===== src/rtl/sio_cfg_pkg.sv =====
package sio_cfg_pkg;

   typedef enum logic [2:0] {
      KS_IDLE,
      KS_GOT1,
      KS_GOT2,
      KS_GOT3,
      KS_OPEN
   } key_state_e;

   localparam logic [7:0] KEY_B0       = 8'h87;
   localparam logic [7:0] KEY_B1       = 8'h01;
   localparam logic [7:0] KEY_B2       = 8'h55;
   localparam logic [7:0] KEY_LAST_PRI = 8'h55;
   localparam logic [7:0] KEY_LAST_ALT = 8'hAA;
   localparam logic [15:0] PRIMARY_BASE = 16'h002E;

   localparam logic [7:0] IDX_EXIT     = 8'h02;
   localparam logic [7:0] EXIT_CODE    = 8'h02;
   localparam logic [7:0] IDX_LDN      = 8'h07;
   localparam logic [7:0] IDX_ID_HI    = 8'h20;
   localparam logic [7:0] IDX_ID_LO    = 8'h21;
   localparam logic [7:0] IDX_REV      = 8'h22;
   localparam logic [7:0] IDX_BANK_LO  = 8'h30;
   localparam logic [7:0] IDX_ENABLE   = 8'h30;
   localparam logic [7:0] IDX_BASE_HI  = 8'h60;
   localparam logic [7:0] IDX_BASE_LO  = 8'h61;
   localparam logic [7:0] IDX_IRQ      = 8'h70;
   localparam logic [7:0] NO_DATA      = 8'hFF;

   function automatic logic [15:0] dev_base_default(int unsigned dev);
      if (dev == 0)
         return 16'h03F8;
      else if (dev == 1)
         return 16'h02F8;
      else
         return 16'h0100 + 16'(dev) * 16'h0020;
   endfunction

   function automatic logic [3:0] dev_irq_default(int unsigned dev);
      if (dev == 0)
         return 4'd4;
      else if (dev == 1)
         return 4'd3;
      else
         return 4'(dev + 5);
   endfunction

endpackage


===== src/rtl/sio_key_fsm.sv =====
module sio_key_fsm
   import sio_cfg_pkg::*;
#(
   parameter logic [7:0] KEY_LAST = 8'h55
) (
   input  logic       clk,
   input  logic       rst_n,
   input  logic       key_wr,
   input  logic [7:0] key_byte,
   input  logic       exit_req,
   output logic       unlocked
);

   key_state_e state_q, state_d, adv;
   logic [7:0] want;

   // byte expected in each step and the step it leads to
   always_comb begin
      want = KEY_B0;
      adv  = KS_GOT1;
      case (state_q)
         KS_GOT1: begin want = KEY_B1;   adv = KS_GOT2; end
         KS_GOT2: begin want = KEY_B2;   adv = KS_GOT3; end
         KS_GOT3: begin want = KEY_LAST; adv = KS_OPEN; end
         default: ;
      endcase
   end

   always_comb begin
      state_d = state_q;
      if (state_q == KS_OPEN) begin
         if (exit_req)
            state_d = KS_IDLE;
      end else if (key_wr) begin
         if (key_byte == want)
            state_d = adv;
         else if (key_byte == KEY_B0)
            state_d = KS_GOT1;
         else
            state_d = KS_IDLE;
      end
   end

   always_ff @(posedge clk or negedge rst_n) begin
      if (!rst_n)
         state_q <= KS_IDLE;
      else
         state_q <= state_d;
   end

   assign unlocked = (state_q == KS_OPEN);

endmodule


===== src/rtl/sio_global_regs.sv =====
module sio_global_regs
   import sio_cfg_pkg::*;
#(
   parameter logic [7:0] ID_HI    = 8'h87,
   parameter logic [7:0] ID_LO    = 8'h12,
   parameter logic [3:0] CHIP_REV = 4'h8
) (
   input  logic       clk,
   input  logic       rst_n,
   input  logic       wr_en,
   input  logic [7:0] idx,
   input  logic [7:0] wdata,
   output logic [7:0] ldn,
   output logic [7:0] rdata
);

   logic [7:0] ldn_q;

   always_ff @(posedge clk or negedge rst_n) begin
      if (!rst_n)
         ldn_q <= 8'h00;
      else if (wr_en && idx == IDX_LDN)
         ldn_q <= wdata;
   end

   always_comb begin
      case (idx)
         IDX_LDN:   rdata = ldn_q;
         IDX_ID_HI: rdata = ID_HI;
         IDX_ID_LO: rdata = ID_LO;
         IDX_REV:   rdata = {4'h0, CHIP_REV};
         default:   rdata = NO_DATA;
      endcase
   end

   assign ldn = ldn_q;

endmodule


===== src/rtl/sio_ldn_dev.sv =====
module sio_ldn_dev
   import sio_cfg_pkg::*;
#(
   parameter int unsigned DEV_NUM = 0
) (
   input  logic       clk,
   input  logic       rst_n,
   input  logic       wr_en,
   input  logic [7:0] idx,
   input  logic [7:0] wdata,
   output logic [7:0] rdata
);

   localparam logic [15:0] RST_BASE = dev_base_default(DEV_NUM);
   localparam logic [3:0]  RST_IRQ  = dev_irq_default(DEV_NUM);

   logic        en_q;
   logic [15:0] base_q;
   logic [3:0]  irq_q;

   always_ff @(posedge clk or negedge rst_n) begin
      if (!rst_n) begin
         en_q   <= 1'b0;
         base_q <= RST_BASE;
         irq_q  <= RST_IRQ;
      end else if (wr_en) begin
         case (idx)
            IDX_ENABLE:  en_q         <= wdata[0];
            IDX_BASE_HI: base_q[15:8] <= wdata;
            IDX_BASE_LO: base_q[7:0]  <= wdata;
            IDX_IRQ:     irq_q        <= wdata[3:0];
            default: ;
         endcase
      end
   end

   always_comb begin
      case (idx)
         IDX_ENABLE:  rdata = {7'b0, en_q};
         IDX_BASE_HI: rdata = base_q[15:8];
         IDX_BASE_LO: rdata = base_q[7:0];
         IDX_IRQ:     rdata = {4'h0, irq_q};
         default:     rdata = NO_DATA;
      endcase
   end

endmodule


===== src/rtl/sio_ldn_bank.sv =====
module sio_ldn_bank
   import sio_cfg_pkg::*;
#(
   parameter int unsigned NUM_LDN = 4
) (
   input  logic       clk,
   input  logic       rst_n,
   input  logic       wr_en,
   input  logic [7:0] idx,
   input  logic [7:0] wdata,
   input  logic [7:0] ldn,
   output logic [7:0] rdata
);

   localparam int unsigned LDN_W = (NUM_LDN > 1) ? $clog2(NUM_LDN) : 1;

   logic       ldn_ok;
   logic [7:0] dev_rdata [NUM_LDN];

   assign ldn_ok = ({1'b0, ldn} < 9'(NUM_LDN));

   for (genvar g = 0; g < NUM_LDN; g++) begin : g_dev
      sio_ldn_dev #(
         .DEV_NUM (g)
      ) u_dev (
         .clk   (clk),
         .rst_n (rst_n),
         .wr_en (wr_en && (ldn == 8'(g))),
         .idx   (idx),
         .wdata (wdata),
         .rdata (dev_rdata[g])
      );
   end

   assign rdata = ldn_ok ? dev_rdata[ldn[LDN_W-1:0]] : NO_DATA;

endmodule


===== src/rtl/sio_cfg_port.sv =====
module sio_cfg_port
   import sio_cfg_pkg::*;
#(
   parameter logic [15:0] BASE_PORT = 16'h002E,
   parameter int unsigned NUM_LDN   = 4,
   parameter logic [7:0]  ID_HI     = 8'h87,
   parameter logic [7:0]  ID_LO     = 8'h12,
   parameter logic [3:0]  CHIP_REV  = 4'h8,
   parameter int unsigned ADDR_W    = 16
) (
   input  logic              clk,
   input  logic              rst_n,
   input  logic              bus_wr,
   input  logic [ADDR_W-1:0] bus_addr,
   input  logic [7:0]        bus_wdata,
   output logic [7:0]        bus_rdata
);

   localparam logic [ADDR_W-1:0] IDX_PORT = BASE_PORT[ADDR_W-1:0];
   localparam logic [ADDR_W-1:0] DAT_PORT = IDX_PORT + ADDR_W'(1);

   if (NUM_LDN < 1 || NUM_LDN > 16) begin : g_bad_num_ldn
      $error("sio_cfg_port: NUM_LDN must lie in 1..16");
   end
   if (ADDR_W < 8 || ADDR_W > 16) begin : g_bad_addr_w
      $error("sio_cfg_port: ADDR_W must lie in 8..16");
   end
   if (BASE_PORT[0] != 1'b0) begin : g_bad_base
      $error("sio_cfg_port: BASE_PORT must be even");
   end

   logic       hit_idx, hit_dat;
   logic       unlocked;
   logic       key_wr, idx_wr, dat_wr, exit_req;
   logic [7:0] idx_q;
   logic [7:0] ldn;
   logic [7:0] glb_rdata, bank_rdata;

   assign hit_idx  = (bus_addr == IDX_PORT);
   assign hit_dat  = (bus_addr == DAT_PORT);
   assign key_wr   = bus_wr && hit_idx && !unlocked;
   assign idx_wr   = bus_wr && hit_idx && unlocked;
   assign dat_wr   = bus_wr && hit_dat && unlocked;
   assign exit_req = dat_wr && (idx_q == IDX_EXIT) && (bus_wdata == EXIT_CODE);

   // the strap decides which last key byte the tracker accepts
   if (BASE_PORT == PRIMARY_BASE) begin : g_key_primary
      sio_key_fsm #(
         .KEY_LAST (KEY_LAST_PRI)
      ) u_key (
         .clk      (clk),
         .rst_n    (rst_n),
         .key_wr   (key_wr),
         .key_byte (bus_wdata),
         .exit_req (exit_req),
         .unlocked (unlocked)
      );
   end else begin : g_key_alt
      sio_key_fsm #(
         .KEY_LAST (KEY_LAST_ALT)
      ) u_key (
         .clk      (clk),
         .rst_n    (rst_n),
         .key_wr   (key_wr),
         .key_byte (bus_wdata),
         .exit_req (exit_req),
         .unlocked (unlocked)
      );
   end

   always_ff @(posedge clk or negedge rst_n) begin
      if (!rst_n)
         idx_q <= 8'h00;
      else if (exit_req)
         idx_q <= 8'h00;
      else if (idx_wr)
         idx_q <= bus_wdata;
   end

   sio_global_regs #(
      .ID_HI    (ID_HI),
      .ID_LO    (ID_LO),
      .CHIP_REV (CHIP_REV)
   ) u_glb (
      .clk   (clk),
      .rst_n (rst_n),
      .wr_en (dat_wr),
      .idx   (idx_q),
      .wdata (bus_wdata),
      .ldn   (ldn),
      .rdata (glb_rdata)
   );

   sio_ldn_bank #(
      .NUM_LDN (NUM_LDN)
   ) u_bank (
      .clk   (clk),
      .rst_n (rst_n),
      .wr_en (dat_wr && (idx_q >= IDX_BANK_LO)),
      .idx   (idx_q),
      .wdata (bus_wdata),
      .ldn   (ldn),
      .rdata (bank_rdata)
   );

   always_comb begin
      if (!unlocked)
         bus_rdata = NO_DATA;
      else if (hit_idx)
         bus_rdata = idx_q;
      else if (hit_dat)
         bus_rdata = (idx_q < IDX_BANK_LO) ? glb_rdata : bank_rdata;
      else
         bus_rdata = NO_DATA;
   end

endmodule


===== config.mk =====
export PLATFORM = sky130hd
export DESIGN_NAME = sio_cfg_port
export DESIGN_NICKNAME = d
export VERILOG_FILES = /design/src/rtl/sio_cfg_pkg.sv /design/src/rtl/sio_key_fsm.sv /design/src/rtl/sio_global_regs.sv /design/src/rtl/sio_ldn_dev.sv /design/src/rtl/sio_ldn_bank.sv /design/src/rtl/sio_cfg_port.sv
export SDC_FILE = /design/constraint.sdc
export NUM_CORES = 1
export LEC_CHECK = 0
export BUFFER_PORTS_ARGS = -buffer_cell sky130_fd_sc_hd__clkbuf_2
export CAP_MARGIN = 0
export CORE_ASPECT_RATIO = 0.75
export CORE_MARGIN = 2
export CORE_UTILIZATION = 50
export DETAILED_ROUTE_END_ITERATION = 16
export HOLD_SLACK_MARGIN = 0.02
export MAX_ROUTING_LAYER = met4
export PLACE_DENSITY_LB_ADDON = 0.08
export SYNTH_ARGS = -nofsm -noshare
export SYNTH_HDL_FRONTEND = slang
export SYNTH_SLANG_ARGS = --single-unit

===== constraint.sdc =====
create_clock -name clk -period 2.9 [get_ports clk]
set_clock_uncertainty 0.05 [all_clocks]
set_input_delay 0.435 -clock clk [delete_from_list [all_inputs] [get_ports clk]]
set_output_delay 0.435 -clock clk [all_outputs]
set_load 0.02 [all_outputs]

# Word-level counts from Yosys, hierarchy flattened
# Cells that the tools add are included.
[totals]
in_bits = 27
out_inout_bits = 8
register_bits = 103
word_cells = 103
[classes]
magnitude_cmp = 4
n_bitwise = 1
n_reduce_logical = 35
muxes = 22
n_eq_ne = 22
[op_table]
columns = ["operator", "count"]
rows = [
  ["$pmux 8 s4", 5],
  ["$mux 8", 9],
  ["$reduce_and 2->1", 17],
  ["$eq 16x6->1 const B", 2],
  ["$eq 8x2->1 const B", 4],
  ["$eq 8x6->1 const B", 4],
  ["$eq 8x7->1 const B", 3],
  ["$bmux 8 s2", 1],
  ["$pmux 8 s2", 1],
  ["$logic_and 1x1->1", 13],
  ["$mux 3", 4],
  ["$pmux 3 s3", 1],
  ["$eq 8x1->1 const B", 1],
  ["$eq 8x3->1 const B", 1],
  ["$eq 8x8->1", 1],
  ["$eq 8x8->1 const B", 1],
  ["$ge 8x6->1 const B", 1],
  ["$logic_not 8->1", 1],
  ["$lt 8x3->1 const B", 1],
  ["$lt 8x6->1 const B", 1],
  ["$eq 3x2->1 const B", 2],
  ["$reduce_bool 2->1", 2],
  ["$eq 3x1->1 const B", 1],
  ["$eq 3x3->1 const B", 1],
  ["6 further kinds", 6],
]

# Depth between registers and ports, before layout
[depth]
word_depth = 10
mapped_depth = 8
depth_no_buf = 5

# Cells and area by module
# From an unflattened synthesis, not the netlist that was laid out.
[hier_totals]
cells_unflattened = 515
hier_area_um2 = 6163.4
[modules_own_cells]
columns = ["module", "seq_area_each_um2", "n_inst", "cells_per_inst", "area_per_inst_um2"]
rows = [
  ["sio_ldn_dev (u_bank.g_dev[0].u_dev ...)", 535.5, 2, 82, 1097.3],
  ["sio_ldn_dev (u_bank.g_dev[2].u_dev)", 531.8, 1, 82, 1093.5],
  ["sio_ldn_dev (u_bank.g_dev[3].u_dev)", 530.5, 1, 82, 1092.3],
  ["sio_cfg_port", 200.2, 1, 76, 661.9],
  ["sio_global_regs", 200.2, 1, 41, 498.0],
  ["sio_ldn_bank", 0.0, 1, 29, 314.1],
  ["sio_key_fsm", 75.1, 1, 41, 309.0],
]

# Worst setup path after synthesis
# No wires, ideal clock.
[synth_path]
kind = "input to output"
from = "in bus_addr[14]"
to = "out bus_rdata[3]"
setup_slack_ns = -0.054
arrival_ns = 2.469
n_path_buf = 1
stages = 6
cell_sequence = "or4b_1 > or4_1 > clkbuf_1 > nor3_1 > nand2_1 > o31a_1"
[synth_between]
elab_chain_len = 4
[synth_rtl]
columns = ["element", "line", "source"]
rows = [
  ["from (decl)", "sio_cfg_port.sv:14", "input logic [ADDR_W-1:0] bus_addr,"],
  ["$eq 16x6->1", "sio_cfg_port.sv:40", "assign hit_dat = (bus_addr == DAT_PORT);"],
  ["$mux 8", "sio_cfg_port.sv:111", "else if (hit_dat)"],
  ["$mux 8 (*)", "sio_cfg_port.sv:109", "else if (hit_idx)"],
  ["$mux 8 (*)", "sio_cfg_port.sv:107", "if (!unlocked)"],
  ["to (decl)", "sio_cfg_port.sv:16", "output logic [7:0] bus_rdata"],
]
# Mark *: on every way between the ends. The rest lies on a longest branch, timed or not.

# Final worst setup path
[layout_path]
from = "reg idx_q[4]"
to = "out bus_rdata[1]"
[layout_between]
elab_chain_len = 10
[layout_rtl]
columns = ["element", "line", "source"]
rows = [
  ["from (decl)", "sio_cfg_port.sv:35", "logic [7:0] idx_q;"],
  ["from (signal assigned)", "sio_cfg_port.sv:77", "idx_q <= bus_wdata;"],
  ["$eq 8x7->1 or $eq 8x6->1 (tied branches)", "sio_ldn_dev.sv:38", "case (idx)"],
  ["$pmux 8 s4", "sio_ldn_dev.sv:38", ""],
  ["$bmux 8 s2", "sio_ldn_bank.sv:35", "assign rdata = ldn_ok ? dev_rdata[ldn[LDN_W-1:0]] : NO_DATA;"],
  ["$mux 8 (not written as such) (2 in a row)", "sio_ldn_bank.sv:35", ""],
  ["$mux 8", "sio_ldn_bank.sv:35", ""],
  ["$mux 8 (*)", "sio_cfg_port.sv:112", "bus_rdata = (idx_q < IDX_BANK_LO) ? glb_rdata : bank_rdata;"],
  ["$mux 8 (*)", "sio_cfg_port.sv:111", ""],
  ["$mux 8 (*)", "sio_cfg_port.sv:109", ""],
  ["$mux 8 (*)", "sio_cfg_port.sv:107", ""],
]
# Mark *: on every way between the ends. The rest lies on a longest branch, timed or not. The select of a mux whose other input is x is not followed.

==> results_tabular.tex <==
\begin{tabular}{lr}
\hline
Metric & Value \\
\hline
\multicolumn{2}{l}{\textbf{Route}} \\
DRC violation count after routing & 0 \\
Drt via density & 6.28 \\
Via count of the routed design & 4416 \\
Count of antenna-violating nets left after detailed routing & 0 \\
Violation count after the first detailed-route iteration & approximately 400 \\
Final wirelength & around 16000 um \\
Mean routed wirelength per cell & 22.8 um \\
First-pass iteration count of the detailed router & 5 \\
\multicolumn{2}{l}{\textbf{GRT}} \\
Number of global-route vias before repair & $\sim$4.4k \\
Aggregate global routing overflow & 0 \\
Wire length of the first global-routing pass & about 25000 um \\
Pin count of the biggest net entering global routing & 72 \\
Antenna violations before repair & 0 \\
Overall track demand over capacity in global routing & a little over a quarter \\
\multicolumn{2}{l}{\textbf{Timing}} \\
Worst-case headroom to the max-slew limit & 64.4\% \\
Ratio of final minimum period to clock period & 103\% \\
Transition time of the tightest slew-check pin & 0.534 ns \\
RSZ-0062 raised after global routing & yes \\
Total count of max-transition violations in the final report & 0 \\
\# setup viols final & 3 \\
Minimum period implied by the final worst setup slack & 2.99 ns \\
Max Fclk & 0.335 GHz \\
Post-route worst setup slack & -0.0876 ns \\
Endpoints failing hold & 0 \\
\multicolumn{2}{l}{\textbf{Power}} \\
Cell leakage power & 3.04 nW \\
Worst VDD drop & 0.334 mV \\
Pwr Density & 386 nW/um\^{}2 \\
\multicolumn{2}{l}{\textbf{Yosys}} \\
Synth top area cells & dfrtp\_1 (33\%), mux2\_2 (14\%), dfstp\_2 (11\%) \\
Synth warnings & 0 \\
Synthesized area & 5850 sq um \\
Sequential fraction of the synthesis area & between 40\% and 50\% \\
Net count after synthesis & 514 \\
Flip-flop and latch count after synthesis & 103 \\
Library cell with the largest summed area after synthesis & dfrtp\_1 \\
Post-Synthesis Mean Instance Area & 12.0 sq um \\
Cells after synthesis & 487 \\
Commonest register cell after synthesis & dfrtp\_1 \\
Distinct cells, synth & 66 \\
Area fraction of the dominant cell type after synthesis & 33.4\% \\
Share of flip-flops with an asynchronous set or reset & 100\% \\
Number of enable flip-flop cells after synthesis & 0 \\
\multicolumn{2}{l}{\textbf{Floorplan}} \\
Vertical die dimension & 97.6 um \\
Initial standard-cell utilization of the core & 50.9\% \\
Num rows & 34 \\
Overall die area & roughly 13000 sq um \\
Placeable core area & 11500 sq um \\
Chip width & between 100 and 150 um \\
Top Ports & 35 \\
\multicolumn{2}{l}{\textbf{Cells and area}} \\
Fraction of layout cells with a size suffix above 1 & 53.1\% \\
Synthesis-to-layout area growth & 21.8\% \\
Finished Core Util & 62.0\% \\
Post-layout nets & 581 \\
Count of non-filler cells in the finished layout & 703 \\
Number of antenna diodes & 0 \\
Most frequent standard cell in the layout excluding fill and tap cells & dfrtp\_1 \\
Most used cells in the layout excluding fill and tap cells & dfrtp\_1 (77), mux2\_2 (73), buf\_4 (52) \\
\multicolumn{2}{l}{\textbf{Hold path}} \\
Number of instances on the worst hold path & 1 \\
Hold Crit Endpoint & u\_bank.g\_dev[1].u\_dev.en\_q \\
Worst min-delay path startpoint & u\_bank.g\_dev[1].u\_dev.en\_q \\
Kind of path behind the tightest hold check & flip-flop to flip-flop \\
\multicolumn{2}{l}{\textbf{Placement}} \\
Detailed placer's ending HPWL & approximately 11000 um \\
Count of input and output buffers & 34 \\
Placed cell count & 680 \\
Worst slack at placement & -0.117 ns \\
Final weighted congestion in routability-driven placement & a little under 1 \\
\multicolumn{2}{l}{\textbf{Worst setup path}} \\
Worst Path Max Fanout & 2 \\
Worst Path Required & around 2.4 ns \\
Cell-by-cell listing of the critical path & or4bb\_4 > a2111oi\_4 > a31oi\_1 > a311o\_1 > o32a\_1 > clkbuf\_8 \\
Launching element type of the critical path & flip-flop \\
Data arrival, critical path & 2.50 ns \\
Register-to-Register Path Depth & 7 \\
Worst path max stage delay & 0.58 ns \\
End of the worst register-to-register path & u\_bank.g\_dev[3].u\_dev.base\_q[2] \\
Kind of critical path & flip-flop to primary output \\
Buffer and inverter count on the worst path & 1 \\
Worst path top cell family by delay & compound AO/OA/AOI/OAI gates \\
Reg2reg start & u\_glb.ldn[5] \\
Kind of end point of the critical path & primary output \\
R2R setup slack & 0.13 ns \\
Worst-path cell with the longest stage delay & or4bb\_4 \\
\multicolumn{2}{l}{\textbf{Clock network}} \\
CTS HTree Levels & 3 \\
Number of CTS-inserted buffers & 9 \\
Latest clock arrival within the worst-skew pair & approximately 0.35 ns \\
CTS sink count & roughly 100 \\
Clock slew seen by the registers of the worst setup and hold paths & about 0.070 ns \\
Clock Root Buffer & clkbuf\_16 \\
Deepest clock path buffer count & 2 \\
CTS tree & done \\
\multicolumn{2}{l}{\textbf{Outcome}} \\
Outcome & finished, violations left \\
Violated checks & negative setup slack \\
\multicolumn{2}{l}{\textbf{Run}} \\
Number of maximum-capacitance constraint violations & 0 \\
\hline
\end{tabular}
## cells by family after synthesis
| logic type | after synthesis | synth area share [%] |
|---|---|---|
| xor gates and xnor gates | 1 | 0.150 |
| DFF | 103 | 44.6 |
| AOI/OAI and AO/OA | 62 | 7.62 |
| muxes | 133 | 28.8 |
| and+or+nand+nor | 143 | 15.5 |
| buffers and inverters | 45 | 3.30 |
## cell usage after synthesis, types with 3 or more instances
library cell / count
o21ai_0: 15
a21oi_1: 7
nor3_1: 18
nor2_1: 23
mux2_2: 73
nand3_1: 16
mux2_1: 4
o22ai_1: 4
dfstp_2: 25
or4_1: 8
nor4_1: 5
mux4_2: 11
mux2_4: 24
nand2b_1: 7
nor2b_1: 5
inv_1: 6
buf_6: 3
or2_2: 4
nand2_1: 20
nand4_1: 5
a211oi_1: 3
o211ai_1: 4
o31ai_1: 4
nor3b_1: 3
mux2i_1: 21
buf_1: 5
nand3b_1: 3
nor4_4: 5
clkbuf_1: 30
dfrtp_1: 78
## power by group
| part | internal [W] | leakage (nW) | switching [W] |
|---|---|---|---|
| registers | 0.00144 | 1.35 | 0.000000000996 |
| logic | 0.0000271 | 1.55 | 0.0000829 |
| clock network | 0.000608 | 0.140 | 0.000594 |
## worst max path at each step
stage | start | end | slack, ns | cells past startpoint
finish | idx_q[4] | bus_rdata[1] | -0.09 | 6
global route | idx_q[4] | bus_rdata[1] | -0.17 | 6
CTS | idx_q[4] | bus_rdata[1] | -0.12 | 6
detailed placement | bus_addr[14] | bus_rdata[3] | -0.12 | 7
global placement | bus_addr[14] | bus_rdata[3] | -0.08 | 7
floorplan | bus_addr[14] | bus_rdata[3] | 0.05 | 6
## state kept, by name (all words and copies together), names as in the netlist
register	cells
g_key_primary.u_key.state_q	3
idx_q	8
u_bank.g_dev.u_dev.base_q	64
u_bank.g_dev.u_dev.en_q	4
u_bank.g_dev.u_dev.irq_q	16
u_glb.ldn	8
## metrics by stage
step	instance area [sq um]	setup TNS [ns]	power, W	hold WS, ns
final	7120	-0.174	0.00275	0.457
after floorplan	5850	0	0.00150	0.0894
after global placement	6480	-0.337	0.00157	0.360
after CTS	6930	-0.205	0.00279	0.460
after detailed placement	6480	-0.842	0.00157	0.366
after global routing	7120	-0.540	0.00285	0.473
## repair_timing
action | CTS | global route
endpoints found under the setup margin | 8 | 38
pin swaps | 14 | 16
hold buffers | 1 | 0
hold endpoints to repair | 26 | 0
resized for setup | 33 | 40
setup buffers | 4 | 4
## routing by layer
| metal | wire length, um | vias up | global-route usage (%) |
|---|---|---|---|
| li1 | - | 1987 | - |
| met4 | 387 | 0 | 8.11 |
| met3 | 887 | 34 | 5.40 |
| met2 | 7060 | 133 | 37.9 |
| met1 | 7700 | 2262 | 40.4 |
| met5 | 0 | - | - |
## area by class of cell
cell class / instances / area (sq um)
fillers: 898 / 4360
multi-input cells: 339 / 3280
flip-flops and latches: 103 / 2610
repair buffers: 95 / 732
clock buffers: 10 / 229
well taps: 144 / 180
clock inverters: 6 / 63.8
inverters: 6 / 22.5
Power figures use the tool's default switching activity.
